### config.mk
export PLATFORM = sky130hd
export DESIGN_NAME = irppm_tx
export DESIGN_NICKNAME = d
export VERILOG_FILES = /design/src/rtl/irppm_pkg.sv /design/src/rtl/irppm_word.sv /design/src/rtl/irppm_carrier.sv /design/src/rtl/irppm_seq.sv /design/src/rtl/irppm_tx.sv
export SDC_FILE = /design/constraint.sdc
export NUM_CORES = 1
export LEC_CHECK = 0
export BUFFER_PORTS_ARGS = -buffer_cell sky130_fd_sc_hd__buf_2
export CORE_MARGIN = 1
export CORE_UTILIZATION = 25
export DETAILED_ROUTE_END_ITERATION = 8
export PLACE_DENSITY_LB_ADDON = 0.08
export SYNTH_ARGS = -nofsm -noshare
export SYNTH_HDL_FRONTEND = slang
export SYNTH_SLANG_ARGS = --single-unit
### constraint.sdc
create_clock -name clk -period 2.4 [get_ports clk]
set_input_delay 0.24 -clock clk [delete_from_list [all_inputs] [get_ports clk]]
set_output_delay 0.24 -clock clk [all_outputs]
set_load 0.02 [all_outputs]
### src/rtl/irppm_pkg.sv
package irppm_pkg;
  typedef enum logic [2:0] {
    ST_IDLE  = 3'd0,
    ST_HDR   = 3'd1,
    ST_GAP   = 3'd2,
    ST_MARK  = 3'd3,
    ST_SPACE = 3'd4,
    ST_TRAIL = 3'd5,
    ST_WAIT  = 3'd6
  } seq_st_t;
endpackage

### src/rtl/irppm_word.sv
module irppm_word #(
  parameter int AW = 8,
  parameter int DW = 8
) (
  input  logic [AW-1:0]        addr_sw,
  input  logic [AW-1:0]        inv_sw,
  input  logic [AW-1:0]        mask_lo,
  input  logic [AW-1:0]        mask_hi,
  input  logic [DW-1:0]        data_code,
  output logic [2*AW+2*DW-1:0] word
);
  logic [AW-1:0] lo_byte;
  logic [AW-1:0] hi_byte;

  assign lo_byte = addr_sw | mask_lo;

  // keep the low bit where the select is set, flip it where it is clear
  for (genvar i = 0; i < AW; i++) begin : g_hi
    always_comb begin
      if (inv_sw[i] | mask_hi[i]) hi_byte[i] = lo_byte[i];
      else                        hi_byte[i] = ~lo_byte[i];
    end
  end

  assign word = {~data_code, data_code, hi_byte, lo_byte};
endmodule

### src/rtl/irppm_carrier.sv
module irppm_carrier #(
  parameter int CARR_DIV = 12,
  parameter int CARR_ON  = 4
) (
  input  logic clk,
  input  logic rst,
  input  logic restart,
  output logic carr_on
);
  localparam int CW = (CARR_DIV > 1) ? $clog2(CARR_DIV) : 1;

  logic [CW-1:0] cc;

  always_ff @(posedge clk) begin
    if (rst || restart)               cc <= '0;
    else if (cc == CW'(CARR_DIV - 1)) cc <= '0;
    else                              cc <= cc + 1'b1;
  end

  assign carr_on = (cc < CW'(CARR_ON));
endmodule

### src/rtl/irppm_seq.sv
module irppm_seq
  import irppm_pkg::*;
#(
  parameter int SLOT_CLKS   = 252,
  parameter int HDR_SLOTS   = 16,
  parameter int GAP_SLOTS   = 8,
  parameter int RPT_SLOTS   = 4,
  parameter int ZERO_SLOTS  = 1,
  parameter int ONE_SLOTS   = 3,
  parameter int FRAME_SLOTS = 193,
  parameter int NBITS       = 32
) (
  input  logic                            clk,
  input  logic                            rst,
  input  logic                            key_valid,
  input  logic                            key_held,
  input  logic [NBITS-1:0]                word,
  output logic                            burst,
  output logic                            active,
  output logic                            restart,
  output seq_st_t                         st,
  output logic [$clog2(SLOT_CLKS)-1:0]    sc,
  output logic [$clog2(FRAME_SLOTS)-1:0]  per
);
  localparam int SCW  = $clog2(SLOT_CLKS);
  localparam int PW   = $clog2(FRAME_SLOTS);
  localparam int SEGW = $clog2(HDR_SLOTS + GAP_SLOTS + RPT_SLOTS + ONE_SLOTS + ZERO_SLOTS + 1);
  localparam int BIW  = $clog2(NBITS);

  logic [SEGW-1:0]  seg;
  logic [BIW-1:0]   bi;
  logic [NBITS-1:0] sh;
  logic             rep;
  logic             tick;

  assign tick    = (st != ST_IDLE) && (sc == SCW'(SLOT_CLKS - 1));
  assign restart = (st == ST_IDLE) || tick;
  assign burst   = (st == ST_HDR) || (st == ST_MARK) || (st == ST_TRAIL);
  assign active  = (st != ST_IDLE) && (st != ST_WAIT);

  always_ff @(posedge clk) begin
    if (rst) begin
      st  <= ST_IDLE;
      sc  <= '0;
      per <= '0;
      seg <= '0;
      bi  <= '0;
      sh  <= '0;
      rep <= 1'b0;
    end else if (st == ST_IDLE) begin
      sc  <= '0;
      per <= '0;
      if (key_valid) begin
        st  <= ST_HDR;
        seg <= SEGW'(HDR_SLOTS - 1);
        rep <= 1'b0;
        sh  <= word;
        bi  <= '0;
      end
    end else if (!tick) begin
      sc <= sc + 1'b1;
    end else begin
      sc <= '0;
      if (st == ST_WAIT) begin
        if (per == PW'(FRAME_SLOTS - 1)) begin
          per <= '0;
          if (key_held) begin
            st  <= ST_HDR;
            seg <= SEGW'(HDR_SLOTS - 1);
            rep <= 1'b1;
          end else begin
            st <= ST_IDLE;
          end
        end else begin
          per <= per + 1'b1;
        end
      end else begin
        per <= per + 1'b1;
        if (seg != '0) begin
          seg <= seg - 1'b1;
        end else begin
          case (st)
            ST_HDR: begin
              st  <= ST_GAP;
              seg <= rep ? SEGW'(RPT_SLOTS - 1) : SEGW'(GAP_SLOTS - 1);
            end
            ST_GAP: begin
              st  <= rep ? ST_TRAIL : ST_MARK;
              seg <= '0;
            end
            ST_MARK: begin
              st  <= ST_SPACE;
              seg <= sh[0] ? SEGW'(ONE_SLOTS - 1) : SEGW'(ZERO_SLOTS - 1);
            end
            ST_SPACE: begin
              seg <= '0;
              if (bi == BIW'(NBITS - 1)) begin
                st <= ST_TRAIL;
              end else begin
                st <= ST_MARK;
                bi <= bi + 1'b1;
                sh <= sh >> 1;
              end
            end
            ST_TRAIL: st <= ST_WAIT;
            default:  st <= ST_IDLE;
          endcase
        end
      end
    end
  end
endmodule

### src/rtl/irppm_tx.sv
module irppm_tx
  import irppm_pkg::*;
#(
  parameter int AW          = 8,
  parameter int DW          = 8,
  parameter int SLOT_CLKS   = 252,
  parameter int CARR_DIV    = 12,
  parameter int CARR_ON     = 4,
  parameter int HDR_SLOTS   = 16,
  parameter int GAP_SLOTS   = 8,
  parameter int RPT_SLOTS   = 4,
  parameter int ZERO_SLOTS  = 1,
  parameter int ONE_SLOTS   = 3,
  parameter int FRAME_SLOTS = 193
) (
  input  logic          clk,
  input  logic          rst,
  input  logic          key_valid,
  input  logic          key_held,
  input  logic [AW-1:0] addr_sw,
  input  logic [AW-1:0] inv_sw,
  input  logic [AW-1:0] mask_lo,
  input  logic [AW-1:0] mask_hi,
  input  logic [DW-1:0] data_code,
  output logic          ir_out,
  output logic          led_n
);
  localparam int NBITS = 2 * AW + 2 * DW;
  localparam int SCW   = $clog2(SLOT_CLKS);
  localparam int PW    = $clog2(FRAME_SLOTS);

  logic [NBITS-1:0] word;
  logic             burst;
  logic             active;
  logic             restart;
  logic             carr_on;
  seq_st_t          st_w;
  logic [SCW-1:0]   sc_w;
  logic [PW-1:0]    per_w;

  irppm_word #(.AW(AW), .DW(DW)) u_word (
    .addr_sw   (addr_sw),
    .inv_sw    (inv_sw),
    .mask_lo   (mask_lo),
    .mask_hi   (mask_hi),
    .data_code (data_code),
    .word      (word)
  );

  irppm_seq #(
    .SLOT_CLKS   (SLOT_CLKS),
    .HDR_SLOTS   (HDR_SLOTS),
    .GAP_SLOTS   (GAP_SLOTS),
    .RPT_SLOTS   (RPT_SLOTS),
    .ZERO_SLOTS  (ZERO_SLOTS),
    .ONE_SLOTS   (ONE_SLOTS),
    .FRAME_SLOTS (FRAME_SLOTS),
    .NBITS       (NBITS)
  ) u_seq (
    .clk       (clk),
    .rst       (rst),
    .key_valid (key_valid),
    .key_held  (key_held),
    .word      (word),
    .burst     (burst),
    .active    (active),
    .restart   (restart),
    .st        (st_w),
    .sc        (sc_w),
    .per       (per_w)
  );

  irppm_carrier #(.CARR_DIV(CARR_DIV), .CARR_ON(CARR_ON)) u_carr (
    .clk     (clk),
    .rst     (rst),
    .restart (restart),
    .carr_on (carr_on)
  );

  always_ff @(posedge clk) begin
    if (rst) begin
      ir_out <= 1'b0;
      led_n  <= 1'b1;
    end else begin
      ir_out <= burst & carr_on;
      led_n  <= ~active;
    end
  end
endmodule

# After elaboration in Yosys (flattened, before gate mapping)
# Cells that the tools add are included.
word_totals:
  regBits: 69
  in_bits: 44
  out_inout_bits: 2
  wordCells: 127
classes:
  add_sub_neg: 5
  magnitude_cmp: 1
  eq_ne: 18
  n_mux: 50
  bitwise: 20
  n_reduce_logical: 23
ops:
  columns: ["op", "n"]
  rows:
  - ["2-to-1 mux 32 bit", 7]
  - ["2-to-1 mux 6 bit", 7]
  - ["2-to-1 mux 5 bit", 7]
  - ["2-to-1 mux 3 bit", 9]
  - ["case mux 6 bit (3 select lines)", 1]
  - ["adder 8 x 1 -> 8 bit, second input constant", 2]
  - ["== test 8 bit, second input constant", 2]
  - ["2-to-1 mux 8 bit", 2]
  - ["2-to-1 mux 1 bit", 15]
  - ["case mux 3 bit (5 select lines)", 1]
  - ["nonzero test 6 bit", 2]
  - ["AND reduction 5 bit", 2]
  - ["nonzero test 2 bit", 5]
  - ["== test 3 bit, second input constant", 3]
  - ["NOT 1 bit", 9]
  - ["NOT 8 bit", 1]
  - ["bitwise OR 1 bit", 8]
  - ["bitwise OR 8 bit", 1]
  - ["== test 3 x 2 -> 1 bit, second input constant", 2]
  - ["!= test 2 x 1 -> 1 bit, second input constant", 3]
  - ["!= test 3 x 2 -> 1 bit, second input constant", 2]
  - ["AND reduction 6 bit", 1]
  - ["OR reduction 2 bit", 3]
  - ["subtractor 6 x 1 -> 6 bit, second input constant", 1]
  - ["17 further kinds", 21]

# Logic depth before layout (Yosys ltp)
# Gate-level depths: netlist of run 1.
depth:
  ltp_word: 7
  depth_mapped: 10
  depth_no_buf: 8

# By module
# From an unflattened synthesis of run 1, not the netlist that was laid out.
hier_totals:
  hier_cells: 444
  area_unflattened_um2: 3777.4
by_module_without_submodules:
  columns: ["mod", "n_inst", "cells_each", "area_each_um2", "seq_area_each_um2"]
  rows:
  - ["irppm_seq", 1, 384, 3310.7, 1261.2]
  - ["irppm_word", 1, 40, 260.2, 0.0]
  - ["irppm_carrier", 1, 16, 151.4, 80.1]
  - ["irppm_tx", 1, 4, 55.1, 40.0]

# Worst setup path after synthesis of run 1
# Ideal clock, no wire load.
synth_path:
  path_kind: "flip-flop to flip-flop"
  start: "register u_seq.bi[0]"
  end: "register u_seq.sh[0]"
  setup_ns: 0.132
  t_arrival_ns: 1.906
  required_time_ns: 2.268
  slack_ns: 0.361
  stages_incl_launch_ff: 11
  path_buffers: 2
  synth_period_minus_slack_ns: 2.039
  path_cell_list: "dfxtp_1 ha_1 and3_1 ha_1 nor2_1 nand3b_1 o31a_1 buf_2 buf_2 nand2_1 a21oi_1"
synth_via:
  elab_chain_cells: 3
synth_rtl:
  columns: ["element", "line", "rtl"]
  rows:
  - ["start, declared", "irppm_seq.sv:31", "logic [BIW-1:0] bi;"]
  - ["start signal, assigned", "irppm_seq.sv:101", "bi <= bi + 1'b1;"]
  - ["== test 5 bit", "irppm_seq.sv:97", "if (bi == BIW'(NBITS - 1)) begin"]
  - ["!= test 2 x 1 -> 1 bit (no source line)", null, null]
  - ["AND reduction 6 bit (no source line)", null, null]
  - ["end signal, assigned", "irppm_seq.sv:57", "sh <= word;"]
  - ["end signal, assigned", "irppm_seq.sv:102", "sh <= sh >> 1;"]
  - ["end, declared", "irppm_seq.sv:32", "logic [NBITS-1:0] sh;"]
# Every way passes these cells.
# A chain may end at the register's enable or synchronous reset.

# Worst setup path after layout of run 1
layout_path:
  start: "register u_seq.bi[0]"
  end: "register u_seq.sh[12]"
# Same word-level chain as after synthesis.

==> impl_metrics.yaml, run 1 <==
status:
  status: "finished, final reports clean"
power_and_ir_drop:
  power_frac_comb_pct: 34.1
  switching_share_pct: 36.4
  p_sw_uw: 1520
  powerDensity_mw_per_mm2: 1000
  p_int_uw: 2650
  leakagePower_uw: 0.00159
  pwr-share-seq_pct: 36.5
  vdd_drop_max_uv: 359
  clockPowerShare_pct: 29.4
setup_path:
  worstRegToRegCells: 9
  crit_start: "u_seq.bi[0]"
  crit_chain: "ha_1, and3_1, ha_1, nor2_2, nand3b_1, o31a_1, buf_4, a211oi_1, nor3_1"
  crit-reg2reg-launch: "u_seq.bi[0]"
  reg2reg_to: "u_seq.sh[12]"
  cp.required_ps: 2600
  cp_num_buf_inv: 1
  timing.critical_path.slowest_stage_cell: "o31a_1"
  cp_top_family: "compound AO/OA/AOI/OAI gates"
  cpMostUsedCell: "ha_1"
  cp.arrival_ps: 2400
  crit_type: "flip-flop to flip-flop"
  end_kind: "flip-flop"
  critPathMaxFanout: 12
  start_kind: "flip-flop"
  slowest_delay_ps: 370
  r2r_slack_ps: 200
global_route:
  grt_max_degree: 39
  antenna_found_initial: 0
  grt_pass1_wl_um: 14500
  grt_usage_pct: 13.0
  grt_pass1_vias: 2869
  grt_overflow: 0
flow_run:
  maxCapViolations: 0
sta:
  rsz0062_at_grt: "false"
  fin_crit_sh_pct: 91.8
  report.final.setup_viol: 0
  fin_ws_ps: 197
  max-slew-margin-rel_pct: 65.6
  holdWs_ps: 194
  max_freq_ghz: 0.454
  hold_viol_final: 0
  slew_viol_final: 0
  fin_crit_ps: 2200
  fin_skew_ps: 7.41
  worstMarginPinSlew_ps: 513
  tns_ps: 0
hold_path:
  hold_depth: 3
  hold_path_class: "input port to flip-flop"
  hold_path.startpoint: "data_code[7]"
  min_to: "u_seq.sh[23]"
routing:
  drt.antenna.violating_nets: 0
  dr_total_vias: 2921
  wl_per_cell_um: 12.9
  routed_via_density: 4.62
  drtIter0Drc: 81
  totalWireLength_um: 8180
  dr.pass1.iters: 4
  drc: 0
cells_and_area:
  multiInputGateArea_mm2: 0.00191
  nFillCells: 1441
  drive_above_1_share_pct: 21.1
  area_growth_pct: 21.2
  final_common_cell: "nor2_1"
  antenna_cells: 0
  ff_latch_area_mm2: 0.00138
  final_cell_mix: "71 x nor2_1, 69 x dfxtp_1, 53 x nand2_1"
  final_util_pct: 31.3
  num-nets-final: 505
  final_cells: 632
floorplan:
  die_w_um: 119
  start_util_pct: 25.8
  die_y_um: 119
  pin_count: 46
  coreArea_mm2: 0.0133
  die_area_mm2: 0.0142
  fp-row-count: 42
synthesis:
  synth_edf_count: 0
  syn-cell-area_mm2: 0.00343
  synthFlopType: "dfxtp_1"
  synth_area_leaders: "dfxtp_1 40%, nor2_1 7.9%, nand2_1 5.8%"
  yosysSeqAreaShare_pct: 40.2
  yosys_warnings: 0
  synth-async-reset-ratio_pct: 0
  syn_avg_cell_area_um2: 8.39
  synth_top_area_cell: "dfxtp_1"
  ys_ff_latch: 69
  syn_inst: 409
  syn-num-nets: 461
  post-synth-top-area-fraction_pct: 40.2
  synthDistinctLibCells: 54
clock_network:
  cts-buffers-inserted: 9
  root_buffer: "clkbuf_16"
  clkTransAtPathRegs_ps: 50
  cts.path.max_buffers: 2
  cts_max_level: 3
  postCtsHoldBufs: 0
  cts.sinks: 69
  clk_latency_ps: 340
  tritoncts: "done"
placement:
  finalWeightedCongestion: 0.720
  pre_cts_ws_ps: 166
  port_buffers: 45
  place_inst: 617
  hpwl_um: 5670
routing by layer:
layer | GRT usage, % | vias up | share of wire [%]
met3 | 2.87 | 13 | 3.8
met2 | 19.3 | 55 | 42
met4 | 6.88 | 0 | 2.2
met5 | 0 | - | 0
met1 | 17.5 | 1327 | 52
li1 | - | 1526 | -
synthesized netlist by cell type, types with 3 or more instances:
cell type and n:
o21ai_0 7, or3_1 3, nand3_1 5, inv_1 8
ha_1 8, o211ai_1 15, dfxtp_1 69, buf_2 7
nor2_1 72, nor3_1 18, and3_1 4, a311oi_2 7
xnor2_1 7, buf_6 5, buf_1 3, a21oi_1 28
nand3b_1 3, a211oi_1 12, nand2_1 53, mux2i_1 5
nand2b_1 4, clkbuf_1 11, xor2_1 16, nand4_1 7
final cells by class:
type	instances	share of cell area, %
multi-input cells	306	45.8
flip-flops and latches	69	33.2
repair buffers	59	8.54
clock buffers	12	6.17
well taps	176	5.29
inverters	8	0.722
clock inverters	2	0.241
flip-flops by register name, summed over array words and instances, names as in the netlist:
name,count
u_seq.seg,6
ir_out,1
u_seq.sh,32
u_seq.sc,8
u_carr.cc,4
u_seq.per,8
u_seq.bi,5
led_n,1
u_seq.st,3
u_seq.rep,1
worst max path at each step:
| stage | endpoint | depth (start not counted) |
|---|---|---|
| after floorplan | u_seq.sh[0] | 10 |
| after global placement | u_seq.sh[10] | 9 |
| after detailed placement | u_seq.sh[12] | 9 |
| after CTS | u_seq.sh[12] | 9 |
| after global routing | u_seq.sh[21] | 9 |
| final | u_seq.sh[12] | 9 |
logic make-up (layout without fill, tap and decap cells):
kind of cell,after synthesis,after routing,synth area share [%]
AND/OR/NAND/NOR,186,186,25.8
AO/OA/AOI/OAI,84,84,18.6
flip-flops,69,69,40.2
buffers and inverters,34,81,5.07
XOR/XNOR,23,23,5.87
adder cells (fa/ha/maj),8,8,2.92
multiplexers,5,5,1.46
worst reg2reg max path: cells and delay by family (launching register included):
kind / cells / cell delay (ps)
buffers and inverters: 1 / 200
flip-flops: 1 / 320
adder cells (fa/ha/maj): 2 / 420
AND/OR/NAND/NOR: 4 / 530
AO/OA/AOI/OAI: 2 / 590
stage by stage:
step	cell area (um^2)	total power, uW
floorplan	3430	2580
global placement	3860	2970
detailed placement	3860	2960
CTS	4130	4220
global route	4160	4500
finish	4160	4170
timing repair:
item                                    CTS  global route
endpoints found under the setup margin    0             8
resized for setup                         0             5
setup buffers                             0             1
power groups by stage:
stage | clock network (uW) | registers (uW) | logic [uW]
finish | 1230 | 1520 | 1420
global route | 1320 | 1560 | 1620
CTS | 1270 | 1520 | 1420
detailed placement | 0 | 1540 | 1420
global placement | 0 | 1550 | 1420
floorplan | 0 | 1490 | 1090
(Power assumes the default switching activity.)
==> run 2: changes to the inputs <==
SYNTH_HIERARCHICAL = 1   (was not set)
==> run 2 against run 1 <==
  * Clock skew decreased by 1.3 ps
  * Die area is 9.9% higher
  * Highest routed layer unchanged
  * Largest cell class unchanged
  * Maximum frequency down 0.92%
  * Largest power group is now combinational cells
  * Design area rose by 7.7%
==> impl_metrics.yaml, run 2 <==
sta:
  fin_crit_ps: 2220
  max-slew-margin-rel_pct: 61.8
  holdWs_ps: 194
  report.final.setup_viol: 0
  fin_crit_sh_pct: 92.6
  fin_skew_ps: 6.07
  hold_viol_final: 0
  max_freq_ghz: 0.450
  fin_ws_ps: 177
  tns_ps: 0
  worstMarginPinSlew_ps: 566
  slew_viol_final: 0
  rsz0062_at_grt: "false"
clock_network:
  root_buffer: "clkbuf_16"
  clkTransAtPathRegs_ps: 60
  tritoncts: "done"
  cts.path.max_buffers: 2
  cts-buffers-inserted: 9
  postCtsHoldBufs: 0
  clk_latency_ps: 340
  cts.sinks: 69
  cts_max_level: 3
placement:
  finalWeightedCongestion: 0.699
  pre_cts_ws_ps: 185
  place_inst: 661
  hpwl_um: 6230
  dpl_cell_area_mm2: 0.00420
  port_buffers: 45
floorplan:
  coreArea_mm2: 0.0146
  fp-row-count: 44
  pin_count: 46
  die_y_um: 125
  start_util_pct: 25.8
  die_w_um: 125
  die_area_mm2: 0.0156
synthesis:
  synth-async-reset-ratio_pct: 0
  syn-num-nets: 496
  synth_area_leaders: "dfxtp_1 37%, a311oi_2 12%, nor2_1 7.7%"
  synthDistinctLibCells: 49
  syn-cell-area_mm2: 0.00378
  yosysMostFrequentCell: "nor2_1"
  synth_top_area_cell: "dfxtp_1"
  ys_ff_latch: 69
  yosysSeqAreaShare_pct: 36.6
  syn_inst: 444
  post-synth-top-area-fraction_pct: 36.6
  synthFlopType: "dfxtp_1"
  yosys_warnings: 6
  syn_avg_cell_area_um2: 8.51
  yosys-top-cells-count: "77 x nor2_1, 69 x dfxtp_1, 69 x nand2_1, 31 x a311oi_2, 20 x xor2_1"
  synth_edf_count: 0
setup_path:
  crit_chain: "ha_1, and3_1, ha_1, o31ai_2, and3_2, buf_12, nor2_1, a311oi_2"
  slowest_delay_ps: 330
  end_kind: "flip-flop"
  timing.critical_path.slowest_stage_cell: "dfxtp_1"
  critPathMaxFanout: 43
  start_kind: "flip-flop"
  cp.arrival_ps: 2470
  cpMostUsedCell: "ha_1"
  cp.required_ps: 2650
  crit_type: "flip-flop to flip-flop"
routing:
  drc: 0
  dr.pass1.iters: 4
  dr_total_vias: 3106
  drt.antenna.violating_nets: 0
  wl_per_cell_um: 13.0
  drtIter0Drc: 151
  routed_via_density: 4.59
  totalWireLength_um: 8810
cells_and_area:
  area_growth_pct: 18.6
  fin_area_mm2: 0.00448
  final_cells: 677
  final_common_cell: "nor2_1"
  drive_above_1_share_pct: 26.4
  regMostFlops: "u_seq/sh"
  final_cell_mix: "77 x nor2_1, 69 x dfxtp_1, 69 x nand2_1"
  largest_registers: "u_seq/sh (32), u_seq/per (8), u_seq/sc (8)"
  largest_register_ffs: 32
  num-nets-final: 540
  antenna_cells: 0
flow_run:
  maxCapViolations: 0
hold_path:
  hold_path_class: "input port to flip-flop"
global_route:
  grt_pass1_wl_um: 14900
  grt_pass1_vias: 3077
  antenna_found_initial: 0
  grt_overflow: 0
  grt_max_degree: 44
  grt_usage_pct: 12.0
power_and_ir_drop:
  leakagePower_uw: 0.00173
  vdd_drop_max_uv: 542
  powerDensity_mw_per_mm2: 1220
status:
  status: "finished, final reports clean"
## run 2: path summary, 6_finish.rpt
check | slack, ps | start | end | cells past startpoint
hold reg to reg | 440 | u_carr/cc[0] | u_carr/cc[0] | 1
setup reg to reg | 180 | u_seq/bi[0] | u_seq/sh[5] | 8
setup / recovery | 180 | u_seq/bi[0] | u_seq/sh[5] | 8
hold / removal | 190 | key_valid | u_seq/sh[31] | 3
## run 2: what timing repair did
action                                  in CTS  in global routing
gates resized for setup                      0                  1
endpoints found under the setup margin       0                  9
setup buffers                                0                  0
## run 2: cells by family after synthesis
logic type	count (synthesis)	synth area share (%)
muxes	2	0.530
buffers and inverters	54	7.95
DFF	69	36.6
AOI/OAI and AO/OA	78	20.9
adders and majority gates	8	2.65
xor gates and xnor gates	27	6.26
and+or+nand+nor	206	25.1
## run 2: report_power, final
group | internal, uW | switching, uW
clock network | 750 | 510
logic | 957 | 1570
registers | 1480 | 211
total | 3190 | 2290
## run 2: layer usage
metal | GRT usage, % | vias to the layer above | wire length, um
met5 | 0 | - | 0
met1 | 15.0 | 1435 | 4390
met2 | 19.3 | 51 | 3960
met3 | 3.78 | 10 | 342
met4 | 4.52 | 0 | 126
li1 | - | 1610 | -
## run 2: layout make-up
type | instances | area [um^2]
Clock buffer | 12 | 256
Fill cell | 1580 | 10200
Inverter | 19 | 71.3
Tap cell | 184 | 230
Sequential cell | 69 | 1380
Multi-Input combinational cell | 321 | 2110
Timing Repair Buffer | 68 | 410
Clock inverter | 4 | 22.5
## run 2: critical path, delay by kind of cell, from the launching register on
| family | cells | cell delay [ps] |
|---|---|---|
| AO/OA/AOI/OAI | 2 | 520 |
| adder cells (fa/ha/maj) | 2 | 440 |
| buffers and inverters | 1 | 250 |
| flip-flops | 1 | 330 |
| AND/OR/NAND/NOR | 3 | 560 |
## run 2: stage by stage
stage | power, uW | utilization (%)
after floorplan | 3720 | -
final | 5480 | 30.6
after global placement | 4250 | 28.7
after global routing | 5920 | 30.6
after CTS | 5570 | 30.6
after detailed placement | 4270 | 28.7
